[config.mk]
export PLATFORM = sky130hd
export DESIGN_NAME = bus_link_monitor
export DESIGN_NICKNAME = d
export VERILOG_FILES = /design/src/rtl/blm_pkg.sv /design/src/rtl/blm_sync.sv /design/src/rtl/blm_event_qual.sv /design/src/rtl/blm_ctrl_reg.sv /design/src/rtl/bus_link_monitor.sv
export SDC_FILE = /design/constraint.sdc
export NUM_CORES = 1
export LEC_CHECK = 0
export ABC_CLOCK_PERIOD_IN_PS = 1600
export BUFFER_PORTS_ARGS = -buffer_cell sky130_fd_sc_hd__buf_2
export CAP_MARGIN = 20
export CELL_PAD_IN_SITES_DETAIL_PLACEMENT = 1
export CELL_PAD_IN_SITES_GLOBAL_PLACEMENT = 1
export CORE_UTILIZATION = 35
export DETAILED_ROUTE_END_ITERATION = 8
export PLACE_DENSITY = 0.71
export SYNTH_ARGS = -nofsm -noshare
export SYNTH_HDL_FRONTEND = slang
export SYNTH_SLANG_ARGS = --single-unit
[constraint.sdc]
create_clock -name clk_i -period 1.6 [get_ports clk_i]
set_input_delay 0.16 -clock clk_i [delete_from_list [all_inputs] [get_ports clk_i]]
set_output_delay 0.16 -clock clk_i [all_outputs]
set_load 0.005 [all_outputs]
[src/rtl/blm_pkg.sv]
package blm_pkg;
  localparam int FLAG_BIT = 7;
  localparam int IE_BIT   = 6;
  localparam int DLY_LSB  = 1;
  localparam int POL_BIT  = 0;

  typedef struct packed {
    logic       ie;
    logic [1:0] dly;
    logic       pol;  // 0: watch for link-up, 1: watch for link-down
  } ctrl_t;
endpackage

[src/rtl/blm_sync.sv]
module blm_sync #(
  parameter int WIDTH  = 2,
  parameter int STAGES = 2
) (
  input  logic             clk_i,
  input  logic             rst_ni,
  input  logic [WIDTH-1:0] d_i,
  output logic [WIDTH-1:0] q_o
);
  logic [WIDTH-1:0] stage_q [STAGES];

  for (genvar s = 0; s < STAGES; s++) begin : g_stage
    always_ff @(posedge clk_i or negedge rst_ni) begin
      if (!rst_ni) stage_q[s] <= '0;
      else if (s == 0) stage_q[s] <= d_i;
      else stage_q[s] <= stage_q[(s == 0) ? 0 : s-1];
    end
  end

  assign q_o = stage_q[STAGES-1];
endmodule

[src/rtl/blm_event_qual.sv]
module blm_event_qual #(
  parameter int unsigned DLY0 = 16,
  parameter int unsigned DLY1 = 32,
  parameter int unsigned DLY2 = 64,
  parameter int unsigned DLY3 = 128
) (
  input  logic       clk_i,
  input  logic       rst_ni,
  input  logic       sda_s_i,
  input  logic       scl_s_i,
  input  logic       pol_i,
  input  logic [1:0] dly_i,
  output logic       set_ev_o
);
  localparam int unsigned MAX01 = (DLY0 > DLY1) ? DLY0 : DLY1;
  localparam int unsigned MAX23 = (DLY2 > DLY3) ? DLY2 : DLY3;
  localparam int unsigned MAXT  = (MAX01 > MAX23) ? MAX01 : MAX23;
  localparam int          CNT_W = $clog2(MAXT + 1);
  localparam logic [CNT_W-1:0] CNT_SAT = CNT_W'(MAXT);

  logic             both_hi, both_lo;
  logic [CNT_W-1:0] low_cnt_q, thr;
  logic             cond, cond_q;

  assign both_hi = sda_s_i & scl_s_i;
  assign both_lo = ~sda_s_i & ~scl_s_i;

  always_comb begin
    unique case (dly_i)
      2'd0:    thr = CNT_W'(DLY0);
      2'd1:    thr = CNT_W'(DLY1);
      2'd2:    thr = CNT_W'(DLY2);
      default: thr = CNT_W'(DLY3);
    endcase
  end

  // count consecutive both-low cycles, saturating at the largest threshold
  always_ff @(posedge clk_i or negedge rst_ni) begin
    if (!rst_ni)                low_cnt_q <= '0;
    else if (!both_lo)          low_cnt_q <= '0;
    else if (low_cnt_q != CNT_SAT) low_cnt_q <= low_cnt_q + 1'b1;
  end

  assign cond = pol_i ? (low_cnt_q >= thr) : both_hi;

  always_ff @(posedge clk_i or negedge rst_ni) begin
    if (!rst_ni) cond_q <= 1'b0;
    else         cond_q <= cond;
  end

  assign set_ev_o = cond & ~cond_q;
endmodule

[src/rtl/blm_ctrl_reg.sv]
module blm_ctrl_reg
  import blm_pkg::*;
(
  input  logic        clk_i,
  input  logic        rst_ni,
  input  logic        we_i,
  input  logic [7:0]  wdata_i,
  input  logic        set_ev_i,
  input  logic        ack_i,
  output logic [7:0]  rdata_o,
  output ctrl_t       ctrl_o,
  output logic        irq_o
);
  ctrl_t ctrl_q;
  logic  flag_q;
  logic  unused_wdata;

  assign unused_wdata = ^wdata_i[5:3];

  always_ff @(posedge clk_i or negedge rst_ni) begin
    if (!rst_ni) begin
      ctrl_q <= '0;
    end else if (we_i) begin
      ctrl_q.ie  <= wdata_i[IE_BIT];
      ctrl_q.dly <= wdata_i[DLY_LSB +: 2];
      ctrl_q.pol <= wdata_i[POL_BIT];
    end
  end

  // set has priority over both clear sources
  always_ff @(posedge clk_i or negedge rst_ni) begin
    if (!rst_ni)                                flag_q <= 1'b0;
    else if (set_ev_i)                          flag_q <= 1'b1;
    else if (ack_i || (we_i && wdata_i[FLAG_BIT])) flag_q <= 1'b0;
  end

  assign rdata_o = {flag_q, ctrl_q.ie, 3'b000, ctrl_q.dly, ctrl_q.pol};
  assign ctrl_o  = ctrl_q;
  assign irq_o   = flag_q & ctrl_q.ie;
endmodule

[src/rtl/bus_link_monitor.sv]
module bus_link_monitor
  import blm_pkg::*;
#(
  parameter int unsigned DLY0 = 16,
  parameter int unsigned DLY1 = 32,
  parameter int unsigned DLY2 = 64,
  parameter int unsigned DLY3 = 128
) (
  input  logic       clk_i,
  input  logic       rst_ni,
  input  logic       sda_i,
  input  logic       scl_i,
  input  logic       reg_we_i,
  input  logic [7:0] reg_wdata_i,
  output logic [7:0] reg_rdata_o,
  input  logic       irq_ack_i,
  output logic       irq_o
);
  logic [1:0] line_s;
  logic       set_ev;
  ctrl_t      ctrl;

  blm_sync #(.WIDTH(2), .STAGES(2)) u_sync (
    .clk_i  (clk_i),
    .rst_ni (rst_ni),
    .d_i    ({sda_i, scl_i}),
    .q_o    (line_s)
  );

  blm_event_qual #(.DLY0(DLY0), .DLY1(DLY1), .DLY2(DLY2), .DLY3(DLY3)) u_qual (
    .clk_i    (clk_i),
    .rst_ni   (rst_ni),
    .sda_s_i  (line_s[1]),
    .scl_s_i  (line_s[0]),
    .pol_i    (ctrl.pol),
    .dly_i    (ctrl.dly),
    .set_ev_o (set_ev)
  );

  blm_ctrl_reg u_reg (
    .clk_i    (clk_i),
    .rst_ni   (rst_ni),
    .we_i     (reg_we_i),
    .wdata_i  (reg_wdata_i),
    .set_ev_i (set_ev),
    .ack_i    (irq_ack_i),
    .rdata_o  (reg_rdata_o),
    .ctrl_o   (ctrl),
    .irq_o    (irq_o)
  );
endmodule

Word level (Yosys, flattened, before mapping)

Cells that the tools add are included.

Add/sub/neg operators: 1
Multipliers: 0
Div/mod/pow operators: 0
Magnitude comparators: 1
Equality and inequality tests: 4
Shift-type cells: 0
Multiplexer cells: 6
Bitwise logic cells: 7
Reductions and logical operators: 4

Operators by type and width:

| kind                                                                  | number |
|---|---|
| 8-bit one-hot mux with 3 select lines                                 | 1 |
| 8-bit two-way mux                                                     | 2 |
| 8-bit by 1-bit adder with 8-bit output, second input constant         | 1 |
| 8-bit >= comparator                                                   | 1 |
| 8-bit inequality test, second input constant                          | 1 |
| 1-bit AND                                                             | 4 |
| 1-bit two-way mux                                                     | 3 |
| 1-bit NOT                                                             | 3 |
| 2-bit by 1-bit equality test with 1-bit output, second input constant | 1 |
| 2-bit equality test, second input constant                            | 1 |
| 2-bit zero test                                                       | 1 |
| 2-bit inequality test, second input constant                          | 1 |
| 2-bit nonzero test                                                    | 1 |
| 1-bit logical AND                                                     | 1 |
| 1-bit logical OR                                                      | 1 |

Bits in registers: 18
Latch bits: 0
RAM bits: 0
Memory bits (read-only): 0
Bits of input ports: 14
Output and inout bits: 9
Word-level logic and storage cells: 31
Memories kept: 0

Longest topological paths before layout

Depth after elaboration: 6
Mapped depth: 6
Gate-level depth less buffers: 6

Hierarchy

Synthesis repeated with hierarchy kept, for this count alone.

Cells, all modules: 95
Area, all modules: 983.4 µm²

By module, submodules not included:

| module         | times used | cells each | area an instance (µm²) | seq. area each (µm²) |
|---|---|---|---|---|
| blm_event_qual | 1          | 67         | 611.8                  | 225.2 |
| blm_ctrl_reg   | 1          | 22         | 256.5                  | 125.1 |
| blm_sync       | 1          | 6          | 115.1                  | 100.1 |

Worst setup path after synthesis

No wires, ideal clock.

Kind: register to register
Start: register u_reg.ctrl_q (netlist bit u_reg.ctrl_o[2])
End: register u_reg.flag_q
Setup time: 127 ps
Arrival time: 1424 ps
Setup slack: 50 ps
Stages on the path, launching flop included: 7
Buffers on the path: 0
Clock period less this slack: 1550 ps
Cell sequence: dfrtp_1 > nand2b_1 > ha_1 > nor2b_1 > a311oi_1 > o21a_1 > o32ai_2

Word-level cells in the longest chain between the ends: 6

Ends and longest elaborated chain:

| element                                                 | RTL line             | text |
|---|---|---|
| start, declared                                         | blm_ctrl_reg.sv:14   | `ctrl_t ctrl_q;` |
| 2-bit equality test (tied with other cells)             | blm_event_qual.sv:29 | `unique case (dly_i)` |
| 8-bit one-hot mux with 3 select lines *                 | blm_event_qual.sv:29 |  |
| 8-bit >= comparator *                                   | blm_event_qual.sv:44 | `assign cond = pol_i ? (low_cnt_q >= thr) : both_hi;` |
| 1-bit two-way mux *                                     | blm_event_qual.sv:44 |  |
| 1-bit AND *                                             | blm_event_qual.sv:51 | `assign set_ev_o = cond & ~cond_q;` |
| 1-bit two-way mux or 2-bit nonzero test (tied branches) | -                    |  |
| end signal, assigned                                    | blm_ctrl_reg.sv:32   | `if (!rst_ni) flag_q <= 1'b0;` |
| end signal, assigned                                    | blm_ctrl_reg.sv:33   | `else if (set_ev_i) flag_q <= 1'b1;` |
| end signal, assigned                                    | blm_ctrl_reg.sv:34   | `else if (ack_i \|\| (we_i && wdata_i[FLAG_BIT])) flag_q <= 1'b0;` |
| end, declared                                           | blm_ctrl_reg.sv:15   | `logic flag_q;` |

Mark *: on every way between the ends. The rest lies on a longest branch, timed or not.
A chain may end at the register's enable or synchronous reset.

Worst setup path in the final report

Same ends and word-level chain as after synthesis.

==> flow_summary.ini <==
[place]
placed_instance_area_sq_um = 1040
dp_worst_setup_slack_ns = -0.0356
detailed_place_hpwl_um = 1340
gpl.final_weighted_congestion = 0.722
placement.io_buffers = 16

[clock_tree]
clock_tree_buffer_depth = 2
cts.sinks = 18
clk_root_buffer_cell = clkbuf_4
tritoncts.num_buffers = 3
tritoncts_clock_tree = yes
clock_pin_slew_on_the_worst_setup_and_hold_paths_ns = 0.11
worst_skew_pair.late_latency_ns = 0.30
cts.htree.levels = 1

[worst_setup_path]
timing.critical_path.to_type = register
crit_path_cell_trace = nand2b_4 -> ha_4 -> nor2b_4 -> a311oi_2 -> o21a_1 -> o32ai_2
critPathRequiredTime_ns = 1.82
reg2reg_from = u_reg.ctrl_o[2]
timing.rr.end = u_reg.flag_q
cp_max_fo = 2
worst-r2r-cell-count = 6
crit_arrival_ns = 1.78
cp_top_family = compound AO/OA/AOI/OAI gates
path_buf_inv = 0
slowest_cell_on_crit_path = dfrtp_1
path_depth = 6
crit_path_start_kind = register
worst-setup-path-type = reg2reg
critical_path.max_stage_delay_ns = 0.41
rrSetupSlack_ns = 0.05

[synthesis]
post_synth.cell_area_avg_sq_um = 10.9
ys_types = 26
synth_largest_type_area_fraction_pct = 50.0
most_frequent_cell_after_synthesis = dfrtp_1
netlist_top_cells_count = dfrtp_1 (18), nor2_1 (8), ha_1 (6), nand3_1 (6)
yosysSeqAreaShare_pct = 50.0
yosys_register_bits = 18
synthFlopType = dfrtp_1
synth_edf_count = 0
largest_cells_by_area_after_synthesis = dfrtp_1 (50%), ha_1 (8.3%), buf_4 (4.2%)
post_synth_instance_area_sq_um = 901
async_reset_ff_share_pct = 100
post-synth-top-area-cell = dfrtp_1
post_synth_inst_count = 83
ys_warn_count = 0

[power_and_ir_drop]
ir_drop_v = 0.000472
power_per_cell_area_nw_per_um2 = 780
cellLeakagePower_nw = 0.550
power_total_w = 0.000911

[floorplanning]
floorplan.die.height_um = 52.7
row_count = 18
io_pins = 23
initial_core_util_pct = 36.7
core_area_sq_um = 2450
die_w_um = 52.7
die_area_sq_um = 2780

[timing]
max_freq_mhz = 644
final_critical_path_setup_slack_ns = 0.0481
fin_skew_ns = 0.0102
finalSetupViolations = 0
hold_violations = 0
maxSlewViolCount = 0
finalCritPeriodShare_pct = 97.0
finalCriticalPeriod_ns = 1.55
setup_repair_after_global_routing_missed_its_margin = true

[grt]
grt_pass1_vias = 721
grt_max_degree = 19
grt_first_pass_wirelength_um = 3140
overflow = 0
antenna_found_initial = 0
grt_util_all_layers_pct = 16.5

[route]
avgViaCountPerCell = 4.73
remaining_drc_errors = 0
drt_pass1_iterations = 1
detailed_routing_wirelength_on_met1_um = 797
drt_first_iter_violations = 0
wl_per_cell_um = 13.6
top_layer = met4
met2_wire_length_um = 1000
wl_um = 1890
met3WireLength_um = 55
dr_total_vias = 658
route.antenna.remaining_nets = 0

[flow_run]
timing.max_cap.violations = 0

[finish]
fillers = 283
layout.cell_area.non_filler_sq_um = 1170
final-seq-area_sq_um = 450
diodes = 0
final_nets = 131
drive_above_1_share_pct = 37.6
areaGrowthSynthToFinish_pct = 29.6
multi_input_area_sq_um = 460
fin_util_pct = 47.6

[run_status]
run_status = finished, final reports clean

[min_path]
hold_start = reg_wdata_i[0]
min_delay_path_depth = 3
min-delay-path-class = in2reg
min_to = u_reg.ctrl_o[0]
worst max-delay path by stage:
stage	start	to	slack (ns)
2_1_floorplan	u_reg.ctrl_o[2]	u_reg.flag_q	0.05
3_3_place_gp	u_reg.ctrl_o[2]	u_reg.flag_q	0.02
3_5_place_dp	u_reg.ctrl_o[2]	u_reg.flag_q	-0.04
4_1_cts	u_reg.ctrl_o[1]	u_reg.flag_q	0.007
5_1_grt	u_reg.ctrl_o[1]	u_reg.flag_q	-0.01
6_report	u_reg.ctrl_o[2]	u_reg.flag_q	0.05
worst min-delay path, stage by stage:
cell,delay [ns]
buf_2,0.07
nand2_1,0.04
o21ai_0,0.07
flip-flops by register name, indices dropped and copies added (netlist names):
name / flops
u_reg.ctrl_o: 4
u_sync.q_o: 2
u_qual.low_cnt_q: 8
u_qual.cond_q: 1
u_reg.flag_q: 1
u_sync.stage_q: 2
through the flow:
stage / std cells / hold WS (ns) / setup TNS (ns)
finish: 139 / 0.0673 / 0
global route: 139 / 0.0798 / -0.0134
global placement: 132 / 0.112 / 0
CTS: 138 / 0.0726 / 0
floorplan: 85 / -0.136 / 0
detailed placement: 132 / 0.114 / -0.0356
kinds of logic (layout without fill, tap and decap cells):
logic type | after synthesis | in the layout | share of synthesized area, %
XOR/XNOR | 7 | 7 | 6.81
multiplexers | 3 | 3 | 3.75
flip-flops | 18 | 18 | 50.0
AO/OA/AOI/OAI | 8 | 8 | 6.94
adder cells (fa/ha/maj) | 6 | 6 | 8.33
other | 1 | 3 | 0.416
buffers and inverters | 10 | 34 | 6.25
AND/OR/NAND/NOR | 30 | 30 | 17.5
cell type report:
| cell class | count | share of cell area, % |
|---|---|---|
| repair buffers | 27 | 15.5 |
| multi-input cells | 57 | 39.4 |
| well taps | 30 | 3.22 |
| flip-flops and latches | 18 | 38.6 |
| clock buffers | 3 | 1.93 |
| inverters | 4 | 1.29 |
routing by layer:
metal | track usage, % | up-vias
li1 | - | 324
met1 | 16.9 | 320
met2 | 29.3 | 10
met3 | 6.09 | 4
met4 | 7.89 | 0
met5 | 0 | -
placed cells by master, fill, tap and decap left out, types with 3 or more instances in the layout:
master	synthesis	final
buf_2	0	16
buf_4	5	5
buf_6	0	3
clkbuf_4	0	3
conb_1	1	3
dfrtp_1	18	18
dlygate4sd3_1	0	3
ha_1	6	4
inv_1	4	4
mux2_2	3	3
nand2_1	5	5
nand3_1	6	6
nor2_1	8	7
xnor2_1	3	3
xor2_1	4	4
power by group:
group          internal (W)  leakage (nW)  switching [W]  total, W
sequential         0.000481         0.229      0.0000162  0.000497
combinational      0.000100         0.307      0.0000810  0.000181
clock             0.0000880        0.0138       0.000145  0.000233
repair_timing:
| item | in CTS | in global routing |
|---|---|---|
| hold endpoints to repair | 20 | 0 |
| resized for setup | 2 | 10 |
| hold buffers | 3 | 0 |
| endpoints found under the setup margin | 2 | 2 |
| buffers inserted | 0 | 1 |
| pin swaps | 3 | 7 |
Power figures use the tool's default switching activity.
